### src/rtl/walsh_despread_pkg.sv
package walsh_despread_pkg;
  // decision code carried by the output register
  typedef enum logic [1:0] {
    SYM_ZERO   = 2'b00,
    SYM_ONE    = 2'b01,
    SYM_SILENT = 2'b10
  } sym_e;
endpackage

### src/rtl/walsh_chip_gen.sv
// Sign of one Walsh chip: negative when station AND index has odd parity.
module walsh_chip_gen #(
  parameter int STN_W = 3
) (
  input  logic [STN_W-1:0] station,
  input  logic [STN_W-1:0] chip_idx,
  output logic             negate
);
  logic [STN_W-1:0] hit;
  for (genvar g = 0; g < STN_W; g++) begin : g_and
    assign hit[g] = station[g] & chip_idx[g];
  end
  assign negate = ^hit;
endmodule

### src/rtl/corr_accum.sv
// Running correlation over one frame of chips.
module corr_accum #(
  parameter int N_CHIPS = 8,
  parameter int SMP_W   = 5,
  parameter int STN_W   = 3,
  parameter int ACC_W   = 9
) (
  input  logic                    clk,
  input  logic                    rst,
  input  logic                    chip_valid,
  input  logic                    chip_start,
  input  logic [STN_W-1:0]        station_sel,
  input  logic signed [SMP_W-1:0] chip_sample,
  output logic signed [ACC_W-1:0] frame_sum,
  output logic                    frame_end
);
  localparam logic [STN_W-1:0] LAST_IDX = STN_W'(N_CHIPS - 1);

  logic                    active_q;
  logic [STN_W-1:0]        idx_q;
  logic [STN_W-1:0]        stn_q;
  logic signed [ACC_W-1:0] acc_q;

  logic [STN_W-1:0]        cur_stn, cur_idx;
  logic                    chip_neg, take;
  logic signed [ACC_W-1:0] smp_ext, prod, base;

  assign cur_stn = chip_start ? station_sel : stn_q;
  assign cur_idx = chip_start ? '0 : idx_q;

  walsh_chip_gen #(.STN_W(STN_W)) u_chip (
    .station (cur_stn),
    .chip_idx(cur_idx),
    .negate  (chip_neg)
  );

  assign smp_ext   = ACC_W'(chip_sample);
  assign prod      = chip_neg ? -smp_ext : smp_ext;
  assign base      = chip_start ? '0 : acc_q;
  assign take      = chip_valid & (chip_start | active_q);
  assign frame_sum = base + prod;
  assign frame_end = take & (cur_idx == LAST_IDX);

  always_ff @(posedge clk) begin
    if (rst) begin
      active_q <= 1'b0;
      idx_q    <= '0;
      stn_q    <= '0;
      acc_q    <= '0;
    end else if (take) begin
      acc_q <= frame_sum;
      stn_q <= cur_stn;
      if (frame_end) begin
        active_q <= 1'b0;
        idx_q    <= '0;
      end else begin
        active_q <= 1'b1;
        idx_q    <= cur_idx + 1'b1;
      end
    end
  end

  // station latched for a running frame only moves on a start chip
  AST_STATION_HELD: assert property (@(posedge clk) disable iff (rst)
    (active_q && !(chip_valid && chip_start)) |=> $stable(stn_q));

  // an idle block with no start chip stays idle
  AST_IDLE_IGNORES: assert property (@(posedge clk) disable iff (rst)
    (!active_q && !(chip_valid && chip_start)) |=> !active_q);
endmodule

### src/rtl/sym_classify.sv
// Three-way decision on the frame total, held until the next frame.
module sym_classify
  import walsh_despread_pkg::*;
#(
  parameter int N_CHIPS = 8,
  parameter int ACC_W   = 9
) (
  input  logic                    clk,
  input  logic                    rst,
  input  logic signed [ACC_W-1:0] frame_sum,
  input  logic                    frame_end,
  output logic                    dec_bit,
  output logic                    dec_silent,
  output logic                    dec_done
);
  // total of +/- N/2 is the rounding point of total/N = +/-1
  localparam logic signed [ACC_W-1:0] POS_TH = ACC_W'(N_CHIPS / 2);
  localparam logic signed [ACC_W-1:0] NEG_TH = -POS_TH;

  sym_e sym_q, sym_d;

  always_comb begin
    if (frame_sum >= POS_TH)      sym_d = SYM_ONE;
    else if (frame_sum <= NEG_TH) sym_d = SYM_ZERO;
    else                          sym_d = SYM_SILENT;
  end

  always_ff @(posedge clk) begin
    if (rst) begin
      sym_q    <= SYM_ZERO;
      dec_done <= 1'b0;
    end else begin
      dec_done <= frame_end;
      if (frame_end) sym_q <= sym_d;
    end
  end

  assign dec_bit    = (sym_q == SYM_ONE);
  assign dec_silent = (sym_q == SYM_SILENT);
endmodule

### src/rtl/walsh_despreader.sv
module walsh_despreader #(
  parameter int N_STATIONS = 8,
  parameter int SMP_W      = 5,
  localparam int STN_W     = $clog2(N_STATIONS),
  localparam int ACC_W     = SMP_W + STN_W + 1
) (
  input  logic                    clk,
  input  logic                    rst,
  input  logic                    chip_valid,
  input  logic                    chip_start,
  input  logic [STN_W-1:0]        station_sel,
  input  logic signed [SMP_W-1:0] chip_sample,
  output logic                    out_bit,
  output logic                    out_silent,
  output logic                    out_done
);
  logic signed [ACC_W-1:0] frame_sum;
  logic                    frame_end;

  corr_accum #(
    .N_CHIPS(N_STATIONS), .SMP_W(SMP_W), .STN_W(STN_W), .ACC_W(ACC_W)
  ) u_acc (
    .clk        (clk),
    .rst        (rst),
    .chip_valid (chip_valid),
    .chip_start (chip_start),
    .station_sel(station_sel),
    .chip_sample(chip_sample),
    .frame_sum  (frame_sum),
    .frame_end  (frame_end)
  );

  sym_classify #(.N_CHIPS(N_STATIONS), .ACC_W(ACC_W)) u_cls (
    .clk       (clk),
    .rst       (rst),
    .frame_sum (frame_sum),
    .frame_end (frame_end),
    .dec_bit   (out_bit),
    .dec_silent(out_silent),
    .dec_done  (out_done)
  );

  AST_DONE_SINGLE: assert property (@(posedge clk) disable iff (rst)
    out_done |=> !out_done);

  AST_DONE_AFTER_CHIP: assert property (@(posedge clk) disable iff (rst)
    out_done |-> $past(chip_valid));

  AST_HOLD_BETWEEN: assert property (@(posedge clk) disable iff (rst)
    !out_done |-> ($stable(out_bit) && $stable(out_silent)));

  AST_EXCLUSIVE: assert property (@(posedge clk) disable iff (rst)
    out_silent |-> !out_bit);
endmodule

### config.mk
export PLATFORM = sky130hd
export DESIGN_NAME = walsh_despreader
export DESIGN_NICKNAME = d
export VERILOG_FILES = /design/src/rtl/walsh_despread_pkg.sv /design/src/rtl/walsh_chip_gen.sv /design/src/rtl/corr_accum.sv /design/src/rtl/sym_classify.sv /design/src/rtl/walsh_despreader.sv
export SDC_FILE = /design/constraint.sdc
export NUM_CORES = 1
export LEC_CHECK = 0
export BUFFER_PORTS_ARGS = -buffer_cell sky130_fd_sc_hd__buf_2
export CAP_MARGIN = 20
export CORE_MARGIN = 2
export CORE_UTILIZATION = 35
export DETAILED_ROUTE_END_ITERATION = 7
export GPL_TIMING_DRIVEN = 0
export HOLD_SLACK_MARGIN = 0.06
export PLACE_DENSITY = 0.59
export SLEW_MARGIN = 20
export SYNTH_ARGS = -nofsm -noshare
export SYNTH_HDL_FRONTEND = slang
export SYNTH_SLANG_ARGS = --single-unit
### constraint.sdc
create_clock -name clk -period 4.72 [get_ports clk]
set_input_delay 0.944 -clock clk [delete_from_list [all_inputs] [get_ports clk]]
set_output_delay 0.944 -clock clk [all_outputs]
set_load 0.01 [all_outputs]
==> out/metrics.csv, run 1 <==
metric,value,unit
status,"complete, no violations",
largest net degree at the start of global routing,11,
Area Growth Syn to Fin,12.3,%
HPWL after detailed placement,2300,um
Vias/cell,4.97,
Congestion Overflow GR,0,
max-cap violation count,0,
Die Span X,66.9,um
postcts setup bufs,0,
CP startpoint kind,input port,
drt pass-1 iters,4,
minimum clock period,4.18,ns
number of flops mapped to enable cells by yosys,0,
met2 usage,22.5,%
endpoints failing hold,0,
CTS H-tree lvls,1,
RSZ-0062 raised after global routing,false,
Total Power,0.000373,W
Final Slew Violations,0,
clk root buf,clkbuf_8,
met1 usage,22.3,%
DRT antenna net count,0,
Yosys warnings,0,
die height,66.9,um
WL final,3010,um
Initial DRC Count,57,
HP Class,reg -> reg,
vias in the first global route,1070,
Main synth FF type,dfxtp_1,
Vias,1223,
first-pass GRT wire length,5110,um
Post-Syn Area per Cell,7.65,sq um
Clock Tree Buf Depth,2,
Core Box Area,0.00374,sq mm
VDD IR max,0.180,mV
clock transition at the registers of the reported paths,0.07,ns
Clock Sinks,19,
CP max FO,10,
Worst EP required,4.86,ns
# diodes,0,
"FF+latch count, synth",19,
Synth Net Count,206,
"commonest cells after routing, fill and taps aside","nand2_1 (28), a21oi_1 (21), dfxtp_1 (19)",
PostCTS Resize Cnt,0,
met3 usage,3.04,%
Slew Limit Headroom,65.8,%
# setup viols final,0,
# rows,22,
Post-CTS Hold Buffers,0,
PortBufs,13,
fmax,0.239,GHz
post-synthesis cell count,181,
R2R depth,13,
Worst Hold Depth,2,
Starting Density,37.0,%
CTS buffer count,3,
PD cells,240,mW/mm^2
Static Leakage,0.699,nW
Worst Clk Skew,0.00677,ns
"commonest non-fill, non-tap cell in the layout",nand2_1,
synthesized area,0.00138,sq mm
Ports,15,
final net count,224,
CP Data Arrival Time,4.32,ns
post-synthesis sequential area ratio,27.5,%
setup TNS,0,ns
count of different cell masters after synthesis,35,
initial antenna violation count,0,
drc violations,0,
CTS tree,done,
GRT Total Usage,15.1,%
crit end category,flop,
GP Congestion,0.793,
drt wl/cell,12.2,um
Top Usage Layer GRT,met2,
period utilization,88.5,%
die area,0.00447,sq mm
Worst-Skew Late Latency,0.26,ns
Worst Tran Pin Value,0.513,ns
layout cells sized above 1,10.6,%
CP Class,in -> reg,
fraction of registers with async set/reset,0,%
-- registers in the layout (all words and copies together) (netlist names) --
register	flops
u_acc.stn_q	3
u_acc.active_q	1
u_cls.dec_done	1
u_acc.acc_q	9
u_acc.idx_q	3
u_cls.sym_q	2
-- area by class of cell --
cell class	instances	area [sq um]
buffer	9	33.8
clock buffer	4	45.0
fill	418	2190
inverter	10	37.5
multi-input combinational	143	932
sequential	19	380
tap	48	60.1
timing repair buffer	13	65.1
-- path summary, 6_finish.rpt --
path / slack [ns] / endpoint / start
worst max-delay path: 0.54 / u_cls.sym_q[1]$_SDFFE_PP0P_ / chip_start
worst min-delay path: 0.45 / u_acc.acc_q[6]$_SDFFE_PP0P_ / u_acc.acc_q[6]$_SDFFE_PP0P_
worst max register to register: 1.09 / u_cls.sym_q[1]$_SDFFE_PP0P_ / u_acc.idx_q[0]$_SDFFE_PP0P_
worst min register to register: 0.45 / u_acc.acc_q[6]$_SDFFE_PP0P_ / u_acc.acc_q[6]$_SDFFE_PP0P_
-- per-stage QoR --
stage,area (sq um),hold slack [ns],worst slack (ns),cells,utilization [%]
global placement,1510,0.441,0.213,242,40.3
detailed placement,1510,0.446,0.298,242,40.3
CTS,1550,0.455,0.554,246,41.5
finish,1550,0.454,0.541,246,41.5
global route,1550,0.475,0.344,246,41.5
floorplan,1380,0.432,0.959,181,-
-- cell usage after synthesis (3+ instances only) --
library cell  number  share of area (%)
a211oi_1           3                1.6
a21o_1             3                1.6
a21oi_1           21                7.6
clkbuf_1           9                2.4
dfxtp_1           19                 27
ha_1              12                 11
inv_1             10                2.7
nand2_1           28                7.6
nand3_1            5                1.8
nor2_1            15                4.1
nor2b_1           14                6.3
nor4_1             3                1.4
o21ai_0            7                2.5
xor2_1             7                4.4
-- power by group --
group / switching (W) / internal [W]
Combinational: 0.0000535 / 0.0000345
Sequential: 0.00000404 / 0.000169
Clock: 0.0000519 / 0.0000600
-- metal layers --
layer	share of wire [%]	routed length, um	vias up
met2	42	1270	18
met5	0	0	-
met3	3.0	90	4
li1	-	-	652
met1	54	1630	549
met4	0.70	21	0
-- worst max-delay path, stage by stage --
cell and delay [ns]:
buf_2 0.13, clkbuf_1 0.41, clkbuf_1 0.44, nor2b_1 0.11, ha_1 0.23, inv_1 0.07
fa_1 0.25, inv_1 0.06, a21o_1 0.20, a41o_1 0.28, a31oi_1 0.20, xnor3_1 0.47
a311o_1 0.37, o311a_1 0.14
-- cells by family (layout without fill, tap and decap cells) --
| logic type | after synthesis | in the layout | synth area share, % |
|---|---|---|---|
| fa+ha+maj | 13 | 13 | 12.3 |
| flops | 19 | 19 | 27.5 |
| buf+inv | 19 | 36 | 5.15 |
| compound gates | 47 | 47 | 21.7 |
| xor+xnor | 10 | 10 | 8.50 |
| simple gates | 73 | 73 | 24.9 |
(Power assumes the default switching activity.)
==> inputs of run 2 (changes only) <==
Settings changed: PLACE_DENSITY 0.59 to default, PLACE_DENSITY_LB_ADDON from default to 0.08.
==> out/metrics.csv, run 2 (synthesis gave the netlist of run 1 again) <==
metric,value,unit
status,"complete, no violations",
PortBufs,13,
CP max-delay cell,xnor3_1,
post-place instance area,0.00151,sq mm
vias in the first global route,1260,
period utilization,88.1,%
"Most flops, register",u_acc.acc_q,
largest net degree at the start of global routing,11,
Area Growth Syn to Fin,12.3,%
CTS H-tree lvls,1,
power share of the combinational group,23.9,%
endpoints failing hold,0,
Die Span X,66.9,um
# setup viols final,0,
clk root buf,clkbuf_8,
Clock power frac,29.9,%
WP buf/inv,5,
Power Internal,0.000264,W
max-cap violation count,0,
# diodes,0,
DRT antenna net count,0,
Ports,15,
"commonest cells after routing, fill and taps aside","nand2_1 (28), a21oi_1 (21), dfxtp_1 (19)",
WL final,3400,um
die area,0.00447,sq mm
Initial DRC Count,74,
Placed Cells,242,
crit end category,flop,
layout cells sized above 1,10.6,%
Final Slew Violations,0,
PD cells,241,mW/mm^2
postcts setup bufs,0,
first-pass GRT wire length,5830,um
initial antenna violation count,0,
Worst Tran Pin Value,0.530,ns
max FFs per register,9,
HP Class,reg -> reg,
CP startpoint kind,input port,
Worst EP required,4.86,ns
CTS buffer count,3,
CP Class,in -> reg,
final net count,224,
Top Registers,"u_acc.acc_q (9), u_acc.idx_q (3), u_acc.stn_q (3)",
drc violations,0,
part of the power in registers,46.2,%
die height,66.9,um
drt wl/cell,13.8,um
Congestion Overflow GR,0,
# rows,22,
crit-path cells,buf_2 -> clkbuf_1 -> clkbuf_1 -> nor2b_1 -> ha_1 -> inv_1 -> fa_1 -> inv_1 -> a21o_1 -> a41o_1 -> a31oi_1 -> xnor3_1 -> a311o_1 -> o311a_1,
fmax,0.240,GHz
RSZ-0062 raised after global routing,false,
Vias,1256,
cell area after layout,0.00155,sq mm
clock transition at the registers of the reported paths,0.07,ns
switching pwr,0.000112,W
sw frac,29.7,%
VDD IR max,0.168,mV
Crit path largest cell delay,0.47,ns
drt pass-1 iters,4,
cell family with most CP delay,compound AO/OA/AOI/OAI gates,
Static Leakage,0.699,nW
GP Congestion,0.808,
Core Box Area,0.00374,sq mm
Slew Limit Headroom,64.6,%
CP max FO,10,
Post-CTS Hold Buffers,0,
Clock Sinks,19,
GRT Total Usage,17.1,%
worst setup margin,0.561,ns
HPWL after detailed placement,2580,um
"commonest non-fill, non-tap cell in the layout",nand2_1,
minimum clock period,4.16,ns
pre-CTS setup slack,0.265,ns
Worst Clk Skew,0.00307,ns
Vias/cell,5.11,
Worst-Skew Late Latency,0.25,ns
fin cells,246,
Starting Density,37.0,%
CP Data Arrival Time,4.30,ns
PostCTS Resize Cnt,0,
setup TNS,0,ns
CTS tree,done,
Clock Tree Buf Depth,2,
[run 2: power groups by stage]
stage          registers, W  clock network, W   logic, W
2_1_floorplan      0.000175                 0  0.0000653
3_3_place_gp       0.000177                 0  0.0000880
3_5_place_dp       0.000177                 0  0.0000897
4_1_cts            0.000173          0.000115  0.0000906
5_1_grt            0.000174          0.000123   0.000103
6_report           0.000173          0.000112  0.0000897
[run 2: cell type report]
class,count,area (sq um)
well taps,48,60.1
multi-input cells,143,932
flip-flops and latches,19,380
fillers,421,2190
clock buffers,4,45.0
repair buffers,13,65.1
inverters,10,37.5
plain buffers,9,33.8
[run 2: final timing paths]
kind / to / depth (start not counted) / slack [ns] / startpoint
worst max-delay path: u_cls.sym_q[1]$_SDFFE_PP0P_ / 14 / 0.56 / chip_start
worst min-delay path: u_acc.acc_q[0]$_SDFFE_PP0P_ / 2 / 0.46 / u_acc.acc_q[0]$_SDFFE_PP0P_
worst max register to register: u_cls.sym_q[1]$_SDFFE_PP0P_ / 14 / 1.06 / u_acc.idx_q[0]$_SDFFE_PP0P_
worst min register to register: u_acc.acc_q[0]$_SDFFE_PP0P_ / 2 / 0.46 / u_acc.acc_q[0]$_SDFFE_PP0P_
[run 2: metal layers]
layer,up-vias,wire length (um),track usage [%]
met5,-,0,0
li1,660,-,-
met3,2,171,3.72
met1,569,1740,23.4
met2,25,1480,28.2
met4,0,8,2.30
[run 2: per-stage QoR]
| step | utilization, % | hold WS [ns] | total power [W] |
|---|---|---|---|
| after floorplan | - | 0.432 | 0.000241 |
| after global placement | 40.3 | 0.442 | 0.000265 |
| after detailed placement | 40.3 | 0.448 | 0.000267 |
| after CTS | 41.5 | 0.458 | 0.000379 |
| after global routing | 41.5 | 0.477 | 0.000400 |
| final | 41.5 | 0.455 | 0.000375 |
[run 2: tightest hold or removal path: stages, from the launching register on]
cell and delay [ns]:
dfxtp_1 0.31, nand2_1 0.05, a21oi_1 0.05
==> inputs of run 3 (changes only) <==
Settings changed: CELL_PAD_IN_SITES_DETAIL_PLACEMENT from default to 1, CELL_PAD_IN_SITES_GLOBAL_PLACEMENT from default to 2, CORE_UTILIZATION 35 to 34, PLACE_DENSITY from default to 0.76, PLACE_DENSITY_LB_ADDON 0.08 to default.
==> out/metrics.csv, run 3 (synthesis gave the netlist of run 1 again) <==
metric,value,unit
Worst EP required,4.86,ns
CP Data Arrival Time,4.34,ns
r2r setup slk,1.03,ns
CTS H-tree lvls,1,
worst setup margin,0.522,ns
Post-CTS Hold Buffers,0,
HP Class,reg -> reg,
PostCTS Resize Cnt,0,
PD cells,243,mW/mm^2
drt wl/cell,15.1,um
Vias/cell,5.20,
R2R depth,14,
CP Class,in -> reg,
endpoints failing hold,0,
Top Usage Layer GRT,met2,
WL final,3730,um
postcts setup bufs,0,
Crit path largest cell delay,0.50,ns
Worst-Skew Late Latency,0.26,ns
initial antenna violation count,0,
Hold EP,u_acc.acc_q[6]$_SDFFE_PP0P_,
Clock Tree Buf Depth,2,
# setup viols final,0,
WP buf/inv,5,
vias in the first global route,1324,
clk root buf,clkbuf_8,
status,"complete, no violations",
Vias,1289,
drc violations,0,
first-pass GRT wire length,6070,um
met2 usage,31.6,%
max FFs per register,9,
cell area after layout,0.00156,sq mm
Worst Clk Skew,0.00882,ns
PortBufs,13,
max-cap violation count,0,
crit end category,flop,
HP Start,u_acc.acc_q[6]$_SDFFE_PP0P_,
Core Box Area,0.00397,sq mm
fill count,516,
CTS buffer count,3,
Worst R2R End,u_cls.sym_q[1]$_SDFFE_PP0P_,
die area,0.00460,sq mm
Top Registers,"u_acc.acc_q (9), u_acc.idx_q (3), u_acc.stn_q (3)",
clock transition at the registers of the reported paths,0.08,ns
HPWL after detailed placement,3040,um
CP max FO,10,
# diodes,0,
VDD IR max,0.165,mV
Worst Tran Pin Value,0.512,ns
fmax,0.238,GHz
setup TNS,0,ns
Ports,15,
minimum clock period,4.20,ns
GRT Total Usage,17.8,%
Total Power,0.000379,W
Final Slew Violations,0,
largest net degree at the start of global routing,12,
"commonest non-fill, non-tap cell in the layout",nand2_1,
Clock Sinks,19,
RSZ-0062 raised after global routing,false,
CP startpoint kind,input port,
# rows,23,
Reg2Reg Launch Point,u_acc.idx_q[2]$_SDFFE_PP0P_,
pre-CTS setup slack,0.195,ns
GP Congestion,0.809,
final net count,224,
Worst Hold Depth,2,
Static Leakage,0.702,nW
met3 usage,1.50,%
Hold Slack,0.453,ns
met1 usage,23.1,%
CTS tree,done,
Congestion Overflow GR,0,
crit-path cells,buf_2 -> clkbuf_1 -> clkbuf_1 -> nor2b_1 -> ha_1 -> inv_1 -> fa_1 -> inv_1 -> a21o_1 -> a41o_1 -> a31oi_1 -> xnor3_1 -> a311o_1 -> o311a_1,
"commonest cells after routing, fill and taps aside","nand2_1 (28), a21oi_1 (21), dfxtp_1 (19)",
post-place instance area,0.00151,sq mm
die height,67.8,um
Slew Limit Headroom,65.9,%
CP max-delay cell,xnor3_1,
drt pass-1 iters,4,
DRT antenna net count,0,
Initial DRC Count,38,
cell family with most CP delay,compound AO/OA/AOI/OAI gates,
period utilization,88.9,%
Die Span X,67.8,um
"Most flops, register",u_acc.acc_q,
Starting Density,34.8,%
layout cells sized above 1,11.1,%
Area Growth Syn to Fin,12.6,%
-- run 3: changes by cell type in the layout (fill, tap and decap cells not counted), sizes merged --
cell / delta
clkbuf: -1
clkinv: +1
-- run 3: layout make-up --
class                      count  area, sq um  share of cell area (%)
buffer                         9         33.8                    2.17
clock buffer                   3         41.3                    2.65
clock inverter                 1         5.00                   0.321
inverter                      10         37.5                    2.41
multi-input combinational    143          932                    59.8
sequential                    19          380                    24.4
tap                           50         62.6                    4.02
timing repair buffer          13         65.1                    4.18
-- run 3: worst min-delay path, delay by kind of cell, from the launching register on --
| kind | cells | cell delay, ns |
|---|---|---|
| DFF | 1 | 0.31 |
| AOI/OAI and AO/OA | 1 | 0.05 |
| and+or+nand+nor | 1 | 0.05 |
-- run 3: report_power, final --
group | internal (W) | switching [W]
Combinational | 0.0000349 | 0.0000577
Clock | 0.0000587 | 0.0000548
Sequential | 0.000169 | 0.00000440
Total | 0.000262 | 0.000117
-- run 3: how the worst max path moves through the flow --
| stage | endpoint | slack [ns] | depth (start not counted) | startpoint |
|---|---|---|---|---|
| 3_3_place_gp | u_cls.sym_q[1]$_SDFFE_PP0P_ | 0.29 | 14 | chip_start |
| 2_1_floorplan | u_cls.sym_q[1]$_SDFFE_PP0P_ | 0.96 | 15 | chip_sample[1] |
| 4_1_cts | u_cls.sym_q[1]$_SDFFE_PP0P_ | 0.46 | 14 | chip_start |
| 6_report | u_cls.sym_q[1]$_SDFFE_PP0P_ | 0.52 | 14 | chip_start |
| 5_1_grt | u_cls.sym_q[1]$_SDFFE_PP0P_ | 0.27 | 14 | chip_start |
| 3_5_place_dp | u_cls.sym_q[1]$_SDFFE_PP0P_ | 0.19 | 14 | chip_start |
-- run 3: layer usage --
layer	wire length [um]	up-vias
li1	-	655
met1	1800	612
met2	1810	17
met3	85	5
met4	36	0
met5	0	-
-- run 3: metrics by stage --
| step | cells | utilization [%] |
|---|---|---|
| 2_1_floorplan | 181 | - |
| 3_3_place_gp | 244 | 38.1 |
| 3_5_place_dp | 244 | 38.1 |
| 4_1_cts | 248 | 39.2 |
| 5_1_grt | 248 | 39.2 |
| 6_report | 248 | 39.2 |
